### src/rtl/imc_pkg.sv
package imc_pkg;

    // Per-cell operating mode; the reserved code behaves as pass-through.
    typedef enum logic [1:0] {
        MODE_PASS  = 2'b00,
        MODE_LATCH = 2'b01,
        MODE_REG   = 2'b10,
        MODE_RSVD  = 2'b11
    } cell_mode_e;

    // Enable source select per nibble group.
    typedef enum logic {
        SRC_PTERM  = 1'b0,
        SRC_STROBE = 1'b1
    } en_src_e;

endpackage

### src/rtl/imc_cfg_regs.sv
module imc_cfg_regs
    import imc_pkg::*;
#(
    parameter int NUM_PORTS = 3,
    parameter int PORT_W    = 8,
    parameter int GROUP_W   = 4
) (
    input  logic                           clk,
    input  logic                           rst_n,
    input  logic                           cfg_we,
    input  logic [$clog2(NUM_PORTS+1):0]   cfg_addr,
    input  logic [2*PORT_W-1:0]            cfg_wdata,
    output logic [2*PORT_W*NUM_PORTS-1:0]  mode_flat,
    output logic [(PORT_W/GROUP_W)*NUM_PORTS-1:0] sel_flat
);
    localparam int PIDX_W = $clog2(NUM_PORTS+1);
    localparam int GPP    = PORT_W / GROUP_W;
    localparam logic [PIDX_W-1:0] LAST_PORT = PIDX_W'(NUM_PORTS-1);

    logic [NUM_PORTS-1:0][2*PORT_W-1:0] mode_q;
    logic [NUM_PORTS-1:0][GPP-1:0]      sel_q;
    logic [PIDX_W-1:0]                  wr_port;
    logic                               port_ok;
    logic                               wr_sel_word;

    assign wr_port     = cfg_addr[PIDX_W:1];
    assign wr_sel_word = cfg_addr[0];
    assign port_ok     = (wr_port <= LAST_PORT);

    always_ff @(posedge clk or negedge rst_n) begin
        if (!rst_n) begin
            mode_q <= '0;
            sel_q  <= '0;
        end else if (cfg_we && port_ok) begin
            if (wr_sel_word)
                sel_q[wr_port] <= cfg_wdata[GPP-1:0];
            else
                mode_q[wr_port] <= cfg_wdata;
        end
    end

    assign mode_flat = mode_q;
    assign sel_flat  = sel_q;

    // a write naming a missing port leaves every configuration bit alone
    p_bad_port_ignored_r10: assert property (@(posedge clk) disable iff (!rst_n)
        (cfg_we && !port_ok) |=> ($stable(mode_flat) && $stable(sel_flat)));

    // a mode write lands in the addressed port's mode word
    p_mode_write_r9: assert property (@(posedge clk) disable iff (!rst_n)
        (cfg_we && port_ok && !wr_sel_word) |=> (mode_q[$past(wr_port)] == $past(cfg_wdata)));

endmodule

### src/rtl/imc_cell.sv
module imc_cell
    import imc_pkg::*;
(
    input  logic       clk,
    input  logic       rst_n,
    input  cell_mode_e mode,
    input  en_src_e    src,
    input  logic       pt_en,
    input  logic       strobe,
    input  logic       pin,
    output logic       cell_out
);
    logic en_sel;
    logic en_q;
    logic rise;
    logic store_q;
    logic store_d;

    // Enable multiplexer: product term or address strobe.
    always_comb begin
        unique case (src)
            SRC_PTERM:  en_sel = pt_en;
            SRC_STROBE: en_sel = strobe;
        endcase
    end

    assign rise = en_sel && !en_q;

    // Next held value per mode.
    always_comb begin
        unique case (mode)
            MODE_PASS, MODE_RSVD: store_d = pin;
            MODE_LATCH:           store_d = en_sel ? pin : store_q;
            MODE_REG:             store_d = rise ? pin : store_q;
        endcase
    end

    // State register: held value and previous enable.
    always_ff @(posedge clk or negedge rst_n) begin
        if (!rst_n) begin
            store_q <= 1'b0;
            en_q    <= 1'b0;
        end else begin
            store_q <= store_d;
            en_q    <= en_sel;
        end
    end

    // Output process.
    always_comb begin
        unique case (mode)
            MODE_PASS, MODE_RSVD: cell_out = pin;
            MODE_LATCH:           cell_out = en_sel ? pin : store_q;
            MODE_REG:             cell_out = store_q;
        endcase
    end

    // a sampled rising enable in register mode loads the pin
    p_reg_capture_r5: assert property (@(posedge clk) disable iff (!rst_n)
        ($past(rise) && $past(mode) == MODE_REG && mode == MODE_REG)
        |-> (cell_out == $past(pin)));

    // without a rising enable the register output is steady
    p_reg_hold_r6: assert property (@(posedge clk) disable iff (!rst_n)
        (!$past(rise) && $past(mode) == MODE_REG && mode == MODE_REG)
        |-> $stable(cell_out));

    // a closed latch keeps its value
    p_latch_hold_r4: assert property (@(posedge clk) disable iff (!rst_n)
        (!$past(en_sel) && !en_sel && $past(mode) == MODE_LATCH && mode == MODE_LATCH)
        |-> $stable(cell_out));

    // a latch closing keeps the last pin seen while open
    p_latch_close_r4: assert property (@(posedge clk) disable iff (!rst_n)
        ($past(en_sel) && !en_sel && $past(mode) == MODE_LATCH && mode == MODE_LATCH)
        |-> (cell_out == $past(pin)));

endmodule

### src/rtl/imc_readbuf.sv
module imc_readbuf #(
    parameter int NUM_PORTS = 3,
    parameter int PORT_W    = 8
) (
    input  logic [NUM_PORTS*PORT_W-1:0]      bus_in,
    input  logic [$clog2(NUM_PORTS+1)-1:0]   rd_port,
    output logic [PORT_W-1:0]                rd_data
);
    localparam int PIDX_W = $clog2(NUM_PORTS+1);

    always_comb begin
        rd_data = '0;
        for (int p = 0; p < NUM_PORTS; p++) begin
            if (rd_port == PIDX_W'(p))
                rd_data = bus_in[p*PORT_W +: PORT_W];
        end
    end

endmodule

### src/rtl/imc_array.sv
module imc_array
    import imc_pkg::*;
#(
    parameter int NUM_PORTS = 3,
    parameter int PORT_W    = 8,
    parameter int GROUP_W   = 4
) (
    input  logic                                   clk,
    input  logic                                   rst_n,
    input  logic [NUM_PORTS*PORT_W-1:0]            pin_in,
    input  logic [NUM_PORTS*(PORT_W/GROUP_W)-1:0]  pt_en,
    input  logic                                   addr_strobe,
    input  logic                                   cfg_we,
    input  logic [$clog2(NUM_PORTS+1):0]           cfg_addr,
    input  logic [2*PORT_W-1:0]                    cfg_wdata,
    input  logic [$clog2(NUM_PORTS+1)-1:0]         rd_port,
    output logic [NUM_PORTS*PORT_W-1:0]            pld_bus,
    output logic [PORT_W-1:0]                      rd_data
);
    localparam int NUM_CELLS  = NUM_PORTS * PORT_W;
    localparam int NUM_GROUPS = NUM_PORTS * (PORT_W / GROUP_W);

    logic [2*NUM_CELLS-1:0] mode_flat;
    logic [NUM_GROUPS-1:0]  sel_flat;

    imc_cfg_regs #(
        .NUM_PORTS(NUM_PORTS),
        .PORT_W   (PORT_W),
        .GROUP_W  (GROUP_W)
    ) u_cfg (
        .clk      (clk),
        .rst_n    (rst_n),
        .cfg_we   (cfg_we),
        .cfg_addr (cfg_addr),
        .cfg_wdata(cfg_wdata),
        .mode_flat(mode_flat),
        .sel_flat (sel_flat)
    );

    for (genvar c = 0; c < NUM_CELLS; c++) begin : g_cell
        localparam int GRP = c / GROUP_W;
        imc_cell u_cell (
            .clk     (clk),
            .rst_n   (rst_n),
            .mode    (cell_mode_e'(mode_flat[2*c +: 2])),
            .src     (en_src_e'(sel_flat[GRP])),
            .pt_en   (pt_en[GRP]),
            .strobe  (addr_strobe),
            .pin     (pin_in[c]),
            .cell_out(pld_bus[c])
        );

        // transparent cells show the pin on the bus
        p_pass_through_r2: assert property (@(posedge clk) disable iff (!rst_n)
            (mode_flat[2*c +: 2] == 2'b00) |-> (pld_bus[c] == pin_in[c]));
    end

    imc_readbuf #(
        .NUM_PORTS(NUM_PORTS),
        .PORT_W   (PORT_W)
    ) u_rdbuf (
        .bus_in (pld_bus),
        .rd_port(rd_port),
        .rd_data(rd_data)
    );

    // read-back of port 0 mirrors the low byte of the logic bus
    p_readback_r11: assert property (@(posedge clk) disable iff (!rst_n)
        (rd_port == '0) |-> (rd_data == pld_bus[PORT_W-1:0]));

endmodule

### config.mk
export PLATFORM = sky130hd
export DESIGN_NAME = imc_array
export DESIGN_NICKNAME = d
export VERILOG_FILES = /design/src/rtl/imc_pkg.sv /design/src/rtl/imc_cfg_regs.sv /design/src/rtl/imc_cell.sv /design/src/rtl/imc_readbuf.sv /design/src/rtl/imc_array.sv
export SDC_FILE = /design/constraint.sdc
export NUM_CORES = 1
export LEC_CHECK = 0
export ABC_AREA = 1
export BUFFER_PORTS_ARGS = -buffer_cell sky130_fd_sc_hd__buf_2
export CAP_MARGIN = 30
export CELL_PAD_IN_SITES_DETAIL_PLACEMENT = 0
export CELL_PAD_IN_SITES_GLOBAL_PLACEMENT = 2
export CORE_AREA = 4 4 183 96
export CTS_BUF_LIST = sky130_fd_sc_hd__clkbuf_16
export CTS_CLUSTER_DIAMETER = 200
export DETAILED_ROUTE_END_ITERATION = 10
export DIE_AREA = 0 0 187 100
export MAX_ROUTING_LAYER = met4
export PLACE_DENSITY = 0.87
export SYNTH_ARGS = -nofsm -noshare
export SYNTH_HDL_FRONTEND = slang
export SYNTH_SLANG_ARGS = --single-unit
export TNS_END_PERCENT = 30
### constraint.sdc
create_clock -name clk -period 2.6 [get_ports clk]
set_clock_uncertainty 0.1 [all_clocks]
set_input_delay 0.52 -clock clk [delete_from_list [all_inputs] [get_ports clk]]
set_output_delay 0.52 -clock clk [all_outputs]
set_load 0.05 [all_outputs]
==> metrics.md <==
| Metric | Value |
|---|---|
| Worst-margin pin slew | 0.5066 ns |
| Clock Pin Slew Worst Setup and Hold Paths | 0.06 ns |
| Die width | 187 µm |
| Worst hold margin | 0.09379 ns |
| Fmax | 0.3908 GHz |
| Largest net degree at the start of global routing | 85 |
| Die extent in y | 100 µm |
| CTS tree | yes |
| CP endpoint kind | output pin |
| Drt first pass iters | 5 |
| Core area | 16020 µm² |
| Row cnt | 33 |
| Area growth from synthesis to layout | 17.30% |
| Root Driver | clkbuf_16 |
| Detailed-route via count | 4931 |
| Fin cells | 1036 |
| Post-layout util | 40.24% |
| Max_cap viols | 0 |
| Crit path kind | reg -> out |
| Clock sink count | 84 |
| Later-pin clock latency in the skew report | 0.35 ns |
| Post-DP HPWL | 12660 µm |
| IO buf count | 86 |
| GRT Total Usage | 18.12% |
| Pwr per Cell Area | 918.7 nW/µm² |
| Final wirelength | 16050 µm |
| Commonest non-fill, non-tap cells in the layout | nand2_1, inv_1, o21ai_0 |
| Worst R2R End | g_cell[14].u_cell.store_q |
| Power, Total | 5.922 mW |
| Slew headroom | 66.23% |
| CP required | 1.98 ns |
| Fraction of layout cells with a size suffix above 1 | 14.30% |
| Cells after Synth | 747 |
| Setup crit start | u_cfg.sel_flat[1] |
| RSZ-0062 raised after global routing | true |
| Synthesized flop and latch total | 84 |
| Grt ovf | 0 |
| Tcrit/Tclk final | 98.42% |
| Largest stage delay, worst path | 0.39 ns |
| Status | finished clean |
| H-tree Lvls | 3 |
| Share of the synthesized area in the top cell type | 38.25% |
| Iter 0 DRT Violations | 363 |
| Pleak | 3.499 nW |
| First-pass GRT wire length | 25320 µm |
| Post-DRT Antenna Nets | 0 |
| Number of global-route vias before repair | 4694 |
| Worst path slowest cell | dfrtp_1 |
| WL/cell | 15.49 µm |
| DP Cell Count | 1019 |
| Hold crit path type | in -> async |
| Worst setup endpoint | rd_data[6] |
| Maximum VDD drop | 358.4 µV |
| YS warnings | 0 |
| CP delay by family, top | simple AND/OR/NAND/NOR gates |
| Critical Path Fanout Max | 5 |
| Vias per cell | 4.760 |
| CTS buffer count | 9 |
| Tmin final | 2.559 ns |
| Critical Path Source Type | register |
| # nets final | 923 |
| Worst r2r src | u_cfg.sel_flat[3] |
| Clock tree buffer depth | 2 |
| DRC | 0 |
| Worst reg-to-reg setup slack | 1.12 ns |
| Initial antenna violation count | 1 |
| WP data arrival | 1.94 ns |
| Syn Area/Cell | 7.356 µm² |
| DIE AREA | 18700 µm² |
| Reg2reg path depth | 7 |
| Mapped Nets | 850 |
| GP Congestion | 0.9012 |
| Most common cell after layout, fill and taps aside | nand2_1 |
| Synthesized cell area | 5495 µm² |
| Initial cell density of the core | 34.30% |
| Crit path buf inv count | 2 |
| Synth area leader | dfrtp_1 |
| Setup violators final | 0 |
| Instance count on the critical path | 9 |
| Final Hold Fails | 0 |
| Yosys cell types | 14 |
| Ports | 87 |
| Pins Over Slew Limit | 0 |
| Seq/Total Area, Yosys | 38.25% |
| Top cells by area, synth | dfrtp_1, nand2_1, ha_1 |
| Cell Chain, Critical Path | inv_1 -> nand2_1 -> nand2_2 -> nand2_1 -> nand3_1 -> nand2_1 -> nand3_1 -> nand3_1 -> clkbuf_4 |
[state kept, by name, indices dropped and copies added, names as in the netlist]
name                   count
u_cfg.sel_flat             6
u_cfg.mode_flat           48
g_cell.u_cell.store_q     24
g_cell.u_cell.en_q         6
[cell usage after synthesis]
cell type	number
a21boi_0	24
nand2_2	4
buf_4	24
nor2_1	3
o21ai_0	102
nand4_1	6
buf_2	1
ha_1	48
dfrtp_1	84
a21oi_1	24
clkbuf_1	8
nand2_1	188
inv_1	135
nand3_1	96
[kinds of logic after synthesis]
logic type,count (synthesis),share of synthesized area (%)
and+or+nand+nor,297,22.93
DFF,84,38.25
buffers and inverters,168,13.14
adders and majority gates,48,10.93
AOI/OAI and AO/OA,150,14.75
[worst register-to-register path, stage by stage (launching register included)]
cell and delay [ns]:
dfrtp_1 0.39, inv_1 0.09, nand2_1 0.18, nand2_2 0.13, nand2_1 0.20, nand2_1 0.11
nand2_1 0.09, o21ai_0 0.08
[power by group]
part           internal (mW)  switching (mW)
Clock                   1.04           0.573
Combinational          0.742            1.76
Sequential              1.60           0.211
Total                   3.37            2.55
[what timing repair did]
item                       4_1_cts  5_1_grt
resized for setup                3       10
hold buffers                     0        0
gates cloned                     0        0
setup buffers                    0        0
setup endpoints to repair        3       10
[final cells by class]
class / count / area [µm²]
fill: 1658 / 9574
multi-input combinational: 495 / 2678
sequential: 84 / 2102
timing repair buffer: 95 / 530.5
inverter: 135 / 506.7
tap: 210 / 262.8
clock buffer: 9 / 225.2
clock inverter: 7 / 138.9
antenna: 1 / 2.502
[through the flow]
stage          setup TNS, ns  area, µm²  worst slack [ns]
2_1_floorplan              0       5495            0.5667
3_5_place_dp        -0.09992       6056          -0.08442
6_report                   0       6446           0.04121
3_3_place_gp        -0.05101       6056          -0.04087
4_1_cts                    0       6422          0.002217
5_1_grt             -0.04350       6446          -0.04350
[per-layer routing]
metal / global-route usage [%] / vias up / wire [µm] / share of wire [%]
met5: - / - / 0 / 0
met4: 2.953 / 0 / 115 / 0.72
met3: 4.343 / 13 / 1021 / 6.4
met2: 22.45 / 137 / 5617 / 35
met1: 29.17 / 2247 / 9294 / 58
li1: - / 2534 / - / -
[how the worst min path moves through the flow]
stage / startpoint / endpoint / depth (start not counted)
2_1_floorplan: rst_n / g_cell[0].u_cell.store_q / 0
3_3_place_gp: u_cfg.mode_flat[47] / u_cfg.mode_flat[47] / 2
3_5_place_dp: u_cfg.mode_flat[21] / u_cfg.mode_flat[21] / 2
4_1_cts: rst_n / u_cfg.mode_flat[2] / 2
5_1_grt: rst_n / g_cell[2].u_cell.store_q / 2
6_report: rst_n / g_cell[2].u_cell.store_q / 2
Note: power is estimated with default switching activity, not from simulation.
